File: src/rtl/sdx_pkg.sv
`timescale 1ns/1ps
package sdx_pkg;

  localparam logic [7:0] OP_READ    = 8'h51;
  localparam logic [7:0] OP_WRITE   = 8'h58;
  localparam logic [7:0] TOK_START  = 8'hFE;
  localparam logic [7:0] TOK_ACCEPT = 8'hE5;
  localparam logic [7:0] FILL_BYTE  = 8'hFF;

  typedef enum logic [1:0] {
    TX_FILL,
    TX_CMD,
    TX_TOKEN,
    TX_DATA
  } txSel_t;

  typedef struct packed {
    logic   loadJob;
    logic   nextSector;
    logic   clrIdx;
    logic   incIdx;
    logic   incBuf;
    logic   bufWrite;
    txSel_t txSel;
  } dpCtrl_t;

endpackage

File: src/rtl/sdx_datapath.sv
`timescale 1ns/1ps
module sdx_datapath
  import sdx_pkg::*;
#(
  parameter int SEC_W        = 24,
  parameter int CNT_W        = 8,
  parameter int BUF_AW       = 16,
  parameter int IDX_W        = 13,
  parameter int SECTOR_BYTES = 512
) (
  input  logic              clk,
  input  logic              rst_n,
  input  dpCtrl_t           ctl,
  input  logic [SEC_W-1:0]  startSector,
  input  logic [CNT_W-1:0]  sectorCount,
  input  logic              writeDir,
  input  logic              blockAddr,
  input  logic [7:0]        rxByte,
  input  logic [7:0]        bufRdata,
  output logic [7:0]        txByte,
  output logic [IDX_W-1:0]  idx,
  output logic              lastSector,
  output logic              countZero,
  output logic [BUF_AW-1:0] bufAddr,
  output logic              bufWe,
  output logic [7:0]        bufWdata
);

  localparam int BYTE_SHIFT = $clog2(SECTOR_BYTES);

  logic [SEC_W-1:0]  secNum;
  logic [CNT_W-1:0]  secLeft;
  logic [BUF_AW-1:0] bufPtr;
  logic              isWrite;
  logic              blockMode;
  logic [31:0]       cardAddr;
  logic [7:0]        opcode;

  always_ff @(posedge clk or negedge rst_n) begin
    if (!rst_n) begin
      secNum    <= '0;
      secLeft   <= '0;
      bufPtr    <= '0;
      isWrite   <= 1'b0;
      blockMode <= 1'b0;
    end else if (ctl.loadJob) begin
      secNum    <= startSector;
      secLeft   <= sectorCount;
      bufPtr    <= '0;
      isWrite   <= writeDir;
      blockMode <= blockAddr;
    end else begin
      if (ctl.nextSector) begin
        secNum  <= secNum + 1'b1;
        secLeft <= secLeft - 1'b1;
      end
      if (ctl.incBuf) bufPtr <= bufPtr + 1'b1;
    end
  end

  always_ff @(posedge clk or negedge rst_n) begin
    if (!rst_n)           idx <= '0;
    else if (ctl.clrIdx)  idx <= '0;
    else if (ctl.incIdx)  idx <= idx + 1'b1;
  end

  always_comb begin
    if (blockMode) cardAddr = 32'(secNum);
    else           cardAddr = 32'(secNum) << BYTE_SHIFT;
  end

  assign opcode = isWrite ? OP_WRITE : OP_READ;

  always_comb begin
    unique case (ctl.txSel)
      TX_CMD: begin
        case (idx[2:0])
          3'd0:    txByte = opcode;
          3'd1:    txByte = cardAddr[31:24];
          3'd2:    txByte = cardAddr[23:16];
          3'd3:    txByte = cardAddr[15:8];
          3'd4:    txByte = cardAddr[7:0];
          default: txByte = FILL_BYTE;
        endcase
      end
      TX_TOKEN: txByte = TOK_START;
      TX_DATA:  txByte = bufRdata;
      default:  txByte = FILL_BYTE;
    endcase
  end

  assign lastSector = (secLeft == CNT_W'(1));
  assign countZero  = (sectorCount == '0);
  assign bufAddr    = bufPtr;
  assign bufWe      = ctl.bufWrite;
  assign bufWdata   = rxByte;

endmodule

File: src/rtl/sdx_control.sv
`timescale 1ns/1ps
module sdx_control
  import sdx_pkg::*;
#(
  parameter int IDX_W        = 13,
  parameter int SECTOR_BYTES = 512,
  parameter int R1_TRIES     = 8,
  parameter int TOKEN_TRIES  = 4096,
  parameter int RESP_TRIES   = 5,
  parameter int TAIL_BYTES   = 10
) (
  input  logic             clk,
  input  logic             rst_n,
  input  logic             start,
  input  logic             writeDir,
  input  logic             cardPresent,
  input  logic             writeProtect,
  input  logic             countZero,
  input  logic             lastSector,
  input  logic [IDX_W-1:0] idx,
  input  logic             xferDone,
  input  logic [7:0]       xferRx,
  output dpCtrl_t          ctl,
  output logic             xferReq,
  output logic             spiEnable,
  output logic             chipSelect,
  output logic             busy,
  output logic             done,
  output logic             error,
  output logic             wpError
);

  localparam logic [IDX_W-1:0] CMD_LAST  = IDX_W'(5);
  localparam logic [IDX_W-1:0] R1_LAST   = IDX_W'(R1_TRIES - 1);
  localparam logic [IDX_W-1:0] TOK_LAST  = IDX_W'(TOKEN_TRIES - 1);
  localparam logic [IDX_W-1:0] DATA_LAST = IDX_W'(SECTOR_BYTES - 1);
  localparam logic [IDX_W-1:0] CRC_LAST  = IDX_W'(1);
  localparam logic [IDX_W-1:0] RESP_LAST = IDX_W'(RESP_TRIES - 1);
  localparam logic [IDX_W-1:0] TAIL_LAST = IDX_W'(TAIL_BYTES - 1);

  typedef enum logic [3:0] {
    S_IDLE, S_LEAD, S_CMD, S_R1, S_RTOK, S_RDATA, S_RCRC, S_WGAP,
    S_WTOK, S_WDATA, S_WCRC, S_WRESP, S_WBUSY, S_WREADY, S_WTAIL, S_NEXT
  } state_t;

  state_t state, stateN;
  logic   pend;
  logic   isWrite;
  logic   fire;
  logic   exchanging;
  logic   doneN, errN, wpN, linkOn, linkOff;

  assign exchanging = (state != S_IDLE) && (state != S_NEXT);
  assign xferReq    = exchanging && !pend;
  assign fire       = pend && xferDone;
  assign busy       = (state != S_IDLE);

  always_comb begin
    stateN  = state;
    ctl     = '0;
    doneN   = 1'b0;
    errN    = 1'b0;
    wpN     = 1'b0;
    linkOn  = 1'b0;
    linkOff = 1'b0;

    case (state)
      S_CMD:   ctl.txSel = TX_CMD;
      S_WTOK:  ctl.txSel = TX_TOKEN;
      S_WDATA: ctl.txSel = TX_DATA;
      default: ctl.txSel = TX_FILL;
    endcase

    case (state)
      S_IDLE: if (start) begin
        if (countZero) begin
          doneN = 1'b1;
        end else if (writeDir && (!cardPresent || writeProtect)) begin
          wpN = 1'b1;
        end else if (!writeDir && !cardPresent) begin
          errN = 1'b1;
        end else begin
          ctl.loadJob = 1'b1;
          ctl.clrIdx  = 1'b1;
          linkOn      = 1'b1;
          stateN      = S_LEAD;
        end
      end
      S_LEAD: if (fire) begin
        ctl.clrIdx = 1'b1;
        stateN     = S_CMD;
      end
      S_CMD: if (fire) begin
        if (idx == CMD_LAST) begin
          ctl.clrIdx = 1'b1;
          stateN     = S_R1;
        end else ctl.incIdx = 1'b1;
      end
      S_R1: if (fire) begin
        if (!xferRx[7]) begin
          if (xferRx != 8'h00) begin
            errN = 1'b1; linkOff = 1'b1; stateN = S_IDLE;
          end else begin
            ctl.clrIdx = 1'b1;
            stateN     = isWrite ? S_WGAP : S_RTOK;
          end
        end else if (idx == R1_LAST) begin
          errN = 1'b1; linkOff = 1'b1; stateN = S_IDLE;
        end else ctl.incIdx = 1'b1;
      end
      S_RTOK: if (fire) begin
        if (xferRx == TOK_START) begin
          ctl.clrIdx = 1'b1;
          stateN     = S_RDATA;
        end else if (idx == TOK_LAST) begin
          errN = 1'b1; linkOff = 1'b1; stateN = S_IDLE;
        end else ctl.incIdx = 1'b1;
      end
      S_RDATA: if (fire) begin
        ctl.bufWrite = 1'b1;
        ctl.incBuf   = 1'b1;
        if (idx == DATA_LAST) begin
          ctl.clrIdx = 1'b1;
          stateN     = S_RCRC;
        end else ctl.incIdx = 1'b1;
      end
      S_RCRC: if (fire) begin
        if (idx == CRC_LAST) stateN = S_NEXT;
        else ctl.incIdx = 1'b1;
      end
      S_WGAP: if (fire) stateN = S_WTOK;
      S_WTOK: if (fire) begin
        ctl.clrIdx = 1'b1;
        stateN     = S_WDATA;
      end
      S_WDATA: if (fire) begin
        ctl.incBuf = 1'b1;
        if (idx == DATA_LAST) begin
          ctl.clrIdx = 1'b1;
          stateN     = S_WCRC;
        end else ctl.incIdx = 1'b1;
      end
      S_WCRC: if (fire) begin
        if (idx == CRC_LAST) begin
          ctl.clrIdx = 1'b1;
          stateN     = S_WRESP;
        end else ctl.incIdx = 1'b1;
      end
      S_WRESP: if (fire) begin
        if (xferRx == TOK_ACCEPT) stateN = S_WBUSY;
        else if (idx == RESP_LAST) begin
          errN = 1'b1; linkOff = 1'b1; stateN = S_IDLE;
        end else ctl.incIdx = 1'b1;
      end
      S_WBUSY: if (fire && xferRx == 8'h00) stateN = S_WREADY;
      S_WREADY: if (fire && xferRx == FILL_BYTE) begin
        ctl.clrIdx = 1'b1;
        stateN     = S_WTAIL;
      end
      S_WTAIL: if (fire) begin
        if (idx == TAIL_LAST) stateN = S_NEXT;
        else ctl.incIdx = 1'b1;
      end
      S_NEXT: begin
        ctl.nextSector = 1'b1;
        if (lastSector) begin
          doneN = 1'b1; linkOff = 1'b1; stateN = S_IDLE;
        end else begin
          stateN = S_LEAD;
        end
      end
      default: stateN = S_IDLE;
    endcase
  end

  always_ff @(posedge clk or negedge rst_n) begin
    if (!rst_n) begin
      state      <= S_IDLE;
      pend       <= 1'b0;
      isWrite    <= 1'b0;
      spiEnable  <= 1'b0;
      chipSelect <= 1'b0;
      done       <= 1'b0;
      error      <= 1'b0;
      wpError    <= 1'b0;
    end else begin
      state   <= stateN;
      done    <= doneN;
      error   <= errN;
      wpError <= wpN;
      if (xferReq)   pend <= 1'b1;
      else if (fire) pend <= 1'b0;
      if (ctl.loadJob) isWrite <= writeDir;
      if (linkOn) begin
        spiEnable  <= 1'b1;
        chipSelect <= 1'b1;
      end else if (linkOff) begin
        spiEnable  <= 1'b0;
        chipSelect <= 1'b0;
      end
    end
  end

endmodule

File: src/rtl/sd_sector_engine.sv
`timescale 1ns/1ps
module sd_sector_engine
  import sdx_pkg::*;
#(
  parameter int SEC_W        = 24,
  parameter int CNT_W        = 8,
  parameter int BUF_AW       = 16,
  parameter int SECTOR_BYTES = 512,
  parameter int R1_TRIES     = 8,
  parameter int TOKEN_TRIES  = 4096,
  parameter int RESP_TRIES   = 5,
  parameter int TAIL_BYTES   = 10
) (
  input  logic              clk,
  input  logic              rst_n,
  input  logic              start,
  input  logic              writeDir,
  input  logic              blockAddr,
  input  logic [SEC_W-1:0]  startSector,
  input  logic [CNT_W-1:0]  sectorCount,
  input  logic              cardPresent,
  input  logic              writeProtect,
  output logic              xferReq,
  output logic [7:0]        xferTx,
  input  logic              xferDone,
  input  logic [7:0]        xferRx,
  output logic [BUF_AW-1:0] bufAddr,
  output logic              bufWe,
  output logic [7:0]        bufWdata,
  input  logic [7:0]        bufRdata,
  output logic              spiEnable,
  output logic              chipSelect,
  output logic              busy,
  output logic              done,
  output logic              error,
  output logic              wpError
);

  localparam int SPAN  = (SECTOR_BYTES > TOKEN_TRIES) ? SECTOR_BYTES : TOKEN_TRIES;
  localparam int IDX_W = $clog2(SPAN) + 1;

  dpCtrl_t          ctl;
  logic [IDX_W-1:0] idx;
  logic             lastSector;
  logic             countZero;

  sdx_control #(
    .IDX_W(IDX_W), .SECTOR_BYTES(SECTOR_BYTES), .R1_TRIES(R1_TRIES),
    .TOKEN_TRIES(TOKEN_TRIES), .RESP_TRIES(RESP_TRIES), .TAIL_BYTES(TAIL_BYTES)
  ) u_ctrl (
    .clk, .rst_n, .start, .writeDir, .cardPresent, .writeProtect,
    .countZero, .lastSector, .idx, .xferDone, .xferRx,
    .ctl, .xferReq, .spiEnable, .chipSelect, .busy, .done, .error, .wpError
  );

  sdx_datapath #(
    .SEC_W(SEC_W), .CNT_W(CNT_W), .BUF_AW(BUF_AW),
    .IDX_W(IDX_W), .SECTOR_BYTES(SECTOR_BYTES)
  ) u_dp (
    .clk, .rst_n, .ctl, .startSector, .sectorCount, .writeDir, .blockAddr,
    .rxByte(xferRx), .bufRdata, .txByte(xferTx), .idx, .lastSector,
    .countZero, .bufAddr, .bufWe, .bufWdata
  );

endmodule

File: config.mk
export PLATFORM = sky130hd
export DESIGN_NAME = sd_sector_engine
export DESIGN_NICKNAME = d
export VERILOG_FILES = /design/src/rtl/sdx_pkg.sv /design/src/rtl/sdx_datapath.sv /design/src/rtl/sdx_control.sv /design/src/rtl/sd_sector_engine.sv
export SDC_FILE = /design/constraint.sdc
export NUM_CORES = 1
export LEC_CHECK = 0
export BUFFER_PORTS_ARGS = -buffer_cell sky130_fd_sc_hd__buf_2
export CAP_MARGIN = 10
export CORE_ASPECT_RATIO = 1.75
export CORE_MARGIN = 2
export CORE_UTILIZATION = 54
export CTS_BUF_LIST = sky130_fd_sc_hd__clkbuf_4 sky130_fd_sc_hd__clkbuf_8
export DETAILED_ROUTE_END_ITERATION = 16
export GPL_TIMING_DRIVEN = 0
export PLACE_DENSITY = 0.82
export SYNTH_ARGS = -nofsm -noshare
export SYNTH_HDL_FRONTEND = slang
export SYNTH_SLANG_ARGS = --single-unit
File: constraint.sdc
create_clock -name clk -period 5 [get_ports clk]
set_input_delay 1 -clock clk [delete_from_list [all_inputs] [get_ports clk]]
set_output_delay 1 -clock clk [all_outputs]
set_load 0.03 [all_outputs]
==> results.tsv <==
stage	metric	value	unit
run_status	status	completed	
yosys	most common cell in the synthesized netlist	nand2_1	
power_and_ir_drop	Max VDD drop	0.2503	mV
clock_tree	# clock sinks	72	
sta	Final Max Slew Viols	0	
yosys	top post-synthesis cells by count	nand2_1 (85), dfrtp_1 (72), o21ai_0 (41)	
sta	fin crit period	4160	ps
grt	first-pass GRT wire length	25440	um
critical_path	Crit path arrival time	3160	ps
critical_path	Crit-path slowest cell	dfrtp_1	
routing	Post-DRT Antenna Nets	0	
yosys	Synth cell types	71	
yosys	register bit total from synthesis	72	
critical_path	Worst Reg2Reg Path Length in Cells	7	
sta	highest clock rate	0.2404	GHz
sta	worst slew pin tran	760.4	ps
sta	final period utilization	83.20	%
yosys	largest area contributor in the netlist	dfrtp_1	
grt	largest net degree at the start of global routing	47	
yosys	Mapped Area	4950	um^2
sta	Hold Fails Final Rpt	0	
final_layout	Layout fillers	813	
yosys	cell count after synthesis	594	
critical_path	Setup crit end kind	output pin	
placement	PortBufs	95	
placement	Cells after DPL	810	
routing	drt wl/cell	19.37	um
critical_path	worst reg2reg path endpoint	u_dp.secNum[21]	
floorplan	Core ar.	8979	um^2
yosys	Yosys top cell area share	36.40	%
yosys	Mean Syn Cell Area	8.333	um^2
floorplan	Die H	130.7	um
critical_path	critical path's most frequent cell	clkbuf_1	
grt	GR Overflow Total	0	
routing	initial DRC count	404	
sta	setup violators final	0	
floorplan	Die Wd	76.37	um
yosys	Syn Nets	659	
floorplan	site row count	46	
sta	Clock Skew	16.74	ps
clock_tree	CTS Hold Buffers Added	0	
critical_path	critical path class	register to output pin	
final_layout	Area growth, synth to finish	17.26	%
final_layout	layout cells sized above 1	20.68	%
routing	total number of vias	5219	
critical_path	CP peak stage delay	440	ps
critical_path	CP cell instances	inv_1 -> ha_1 -> nor2b_1 -> clkbuf_1 -> nor4_1 -> or3_1 -> clkbuf_1 -> a211oi_1 -> o21ai_0 -> buf_2	
clock_tree	clock root cell	clkbuf_8	
run	max_cap viols	0	
final_layout	final non-filler cell total	826	
final_layout	net total in the final layout	766	
routing	DR pass1 iterations	8	
routing	detailed-route DRC error count	0	
placement	Final GP Congestion	1.055	
floorplan	Initial Util	55.13	%
critical_path	crit-path leading delay family	buffers and inverters	
yosys	EDFF count, synth	0	
yosys	synth warn	0	
power_and_ir_drop	leakage power	0.002435	uW
worst_hold_path	worst hold path class	primary input to async pin	
clock_tree	Num CTS Buffers	9	
sta	Final TNS setup	0	ps
routing	vias per inst	6.318	
grt	initial antenna violation count	0	
clock_tree	post-CTS setup buffers	0	
floorplan	I/O pin count	96	
clock_tree	post-CTS sizing	0	
grt	total track usage	32.45	%
floorplan	die area	9978	um^2
grt	vias in the first global route	5063	
clock_tree	CTS tree	yes	
placement	dpl hpwl	12090	um
critical_path	Reg2Reg Setup Slack	1980	ps
critical_path	CP required	4000	ps
critical_path	worst path bufs/invs	4	
yosys	ys async rst share	100.0	%
clock_tree	H-Tree Depth	3	
sta	RSZ-0062 raised after global routing	false	
yosys	sequential area share after synthesis	36.40	%
critical_path	FF-to-FF Start	u_ctrl.state[0]	
power_and_ir_drop	pwr dens	456.1	nW/um^2
yosys	Post-synth top flop	dfrtp_1	
critical_path	crit path max fanout	10	
final_layout	n_diodes	0	
critical_path	Worst Setup SP	u_dp.idx[1]	
yosys	leading post-synthesis cells by cell area	dfrtp_1 (36%), nand2_1 (6.4%), o21ai_0 (4.1%)	
clock_tree	Reg clk slew, reported paths	80	ps
clock_tree	CTS Buffer Depth	2	
sta	Slew headroom	48.84	%
routing	routed wire length	16000	um
critical_path	critical path launch point type	register	
clock_tree	clk_lat worst skew	370	ps
==> sequential cells by signal (all words and copies together) (netlist names) <==
register          count
u_ctrl.pend           1
u_dp.secNum          24
u_ctrl.error          1
u_dp.blockMode        1
u_ctrl.done           1
u_dp.isWrite          1
u_ctrl.wpError        1
u_dp.bufAddr         16
u_dp.secLeft          8
u_ctrl.spiEnable      1
u_dp.idx             13
u_ctrl.state          4
==> worst max path at each step <==
stage           endpoint  slack (ps)  depth (start not counted)
6_report       xferTx[3]         840                         10
5_1_grt        xferTx[3]         680                         10
4_1_cts        xferTx[6]         930                         10
3_5_place_dp   xferTx[6]        1390                         10
3_3_place_gp   xferTx[3]        1370                         10
2_1_floorplan  xferTx[3]        1580                          9
==> cell type report <==
class | instances | area (um^2) | share of cell area [%]
tap | 120 | 150.1 | 2.587
timing repair buffer | 96 | 505.5 | 8.709
sequential | 72 | 1802 | 31.04
multi-input combinational | 460 | 2844 | 49.00
clock inverter | 6 | 67.56 | 1.164
clock buffer | 10 | 131.4 | 2.263
buffer | 45 | 240.2 | 4.139
inverter | 17 | 63.81 | 1.099
==> power breakdown <==
part,internal (uW),switching (uW)
sequential,747,256
combinational,434,728
clock,238,245
==> logic make-up after synthesis <==
kind of cell / after synthesis / share of synthesized area (%)
and+or+nand+nor: 272 / 27.86
DFF: 72 / 36.40
buffers and inverters: 62 / 6.142
AOI/OAI and AO/OA: 149 / 21.69
adders and majority gates: 9 / 2.275
xor gates and xnor gates: 19 / 3.362
muxes: 11 / 2.275
==> layout by cell type, fill, tap and decap left out, types with 7 or more instances in the layout <==
cell type and instances:
nand2_1 85, nor4_1 10, ha_1 9, nand4_1 20
nor2b_1 13, or3_1 12, a221o_1 11, and3_1 7
nand3_1 33, dfrtp_1 72, xnor2_1 9, buf_2 101
a21oi_1 18, o21ai_0 41, xor2_1 10, buf_4 10
nor2_1 40, a222oi_1 14, or4_1 8, inv_1 17
clkbuf_8 9, nor3_1 20, o31ai_1 8, mux2i_1 9
clkbuf_1 22
==> worst register-to-register path: cells and delay by family, from the launching register on <==
kind / cells / cell delay [ps]
AOI/OAI and AO/OA: 1 / 320
buffers and inverters: 2 / 670
DFF: 1 / 420
and+or+nand+nor: 4 / 1510
==> per-layer routing <==
layer	up-vias	routed length, um	GRT usage [%]
met5	-	0	0
met4	0	872	22.03
met3	55	752	4.327
met2	221	8470	59.40
met1	2502	5903	34.84
li1	2441	-	-
==> stage by stage <==
stage	hold slack, ps	util, %	area (um^2)	worst slack (ps)	power, uW
final	549.3	64.65	5804	840.0	2647
after global routing	556.8	64.65	5804	682.2	2794
after CTS	542.1	64.65	5804	930.1	2626
after detailed placement	519.9	62.43	5605	1390	2128
after global placement	511.3	62.10	5575	1367	2107
after floorplan	491.4	-	4950	1584	1746
Power figures use the tool's default switching activity.
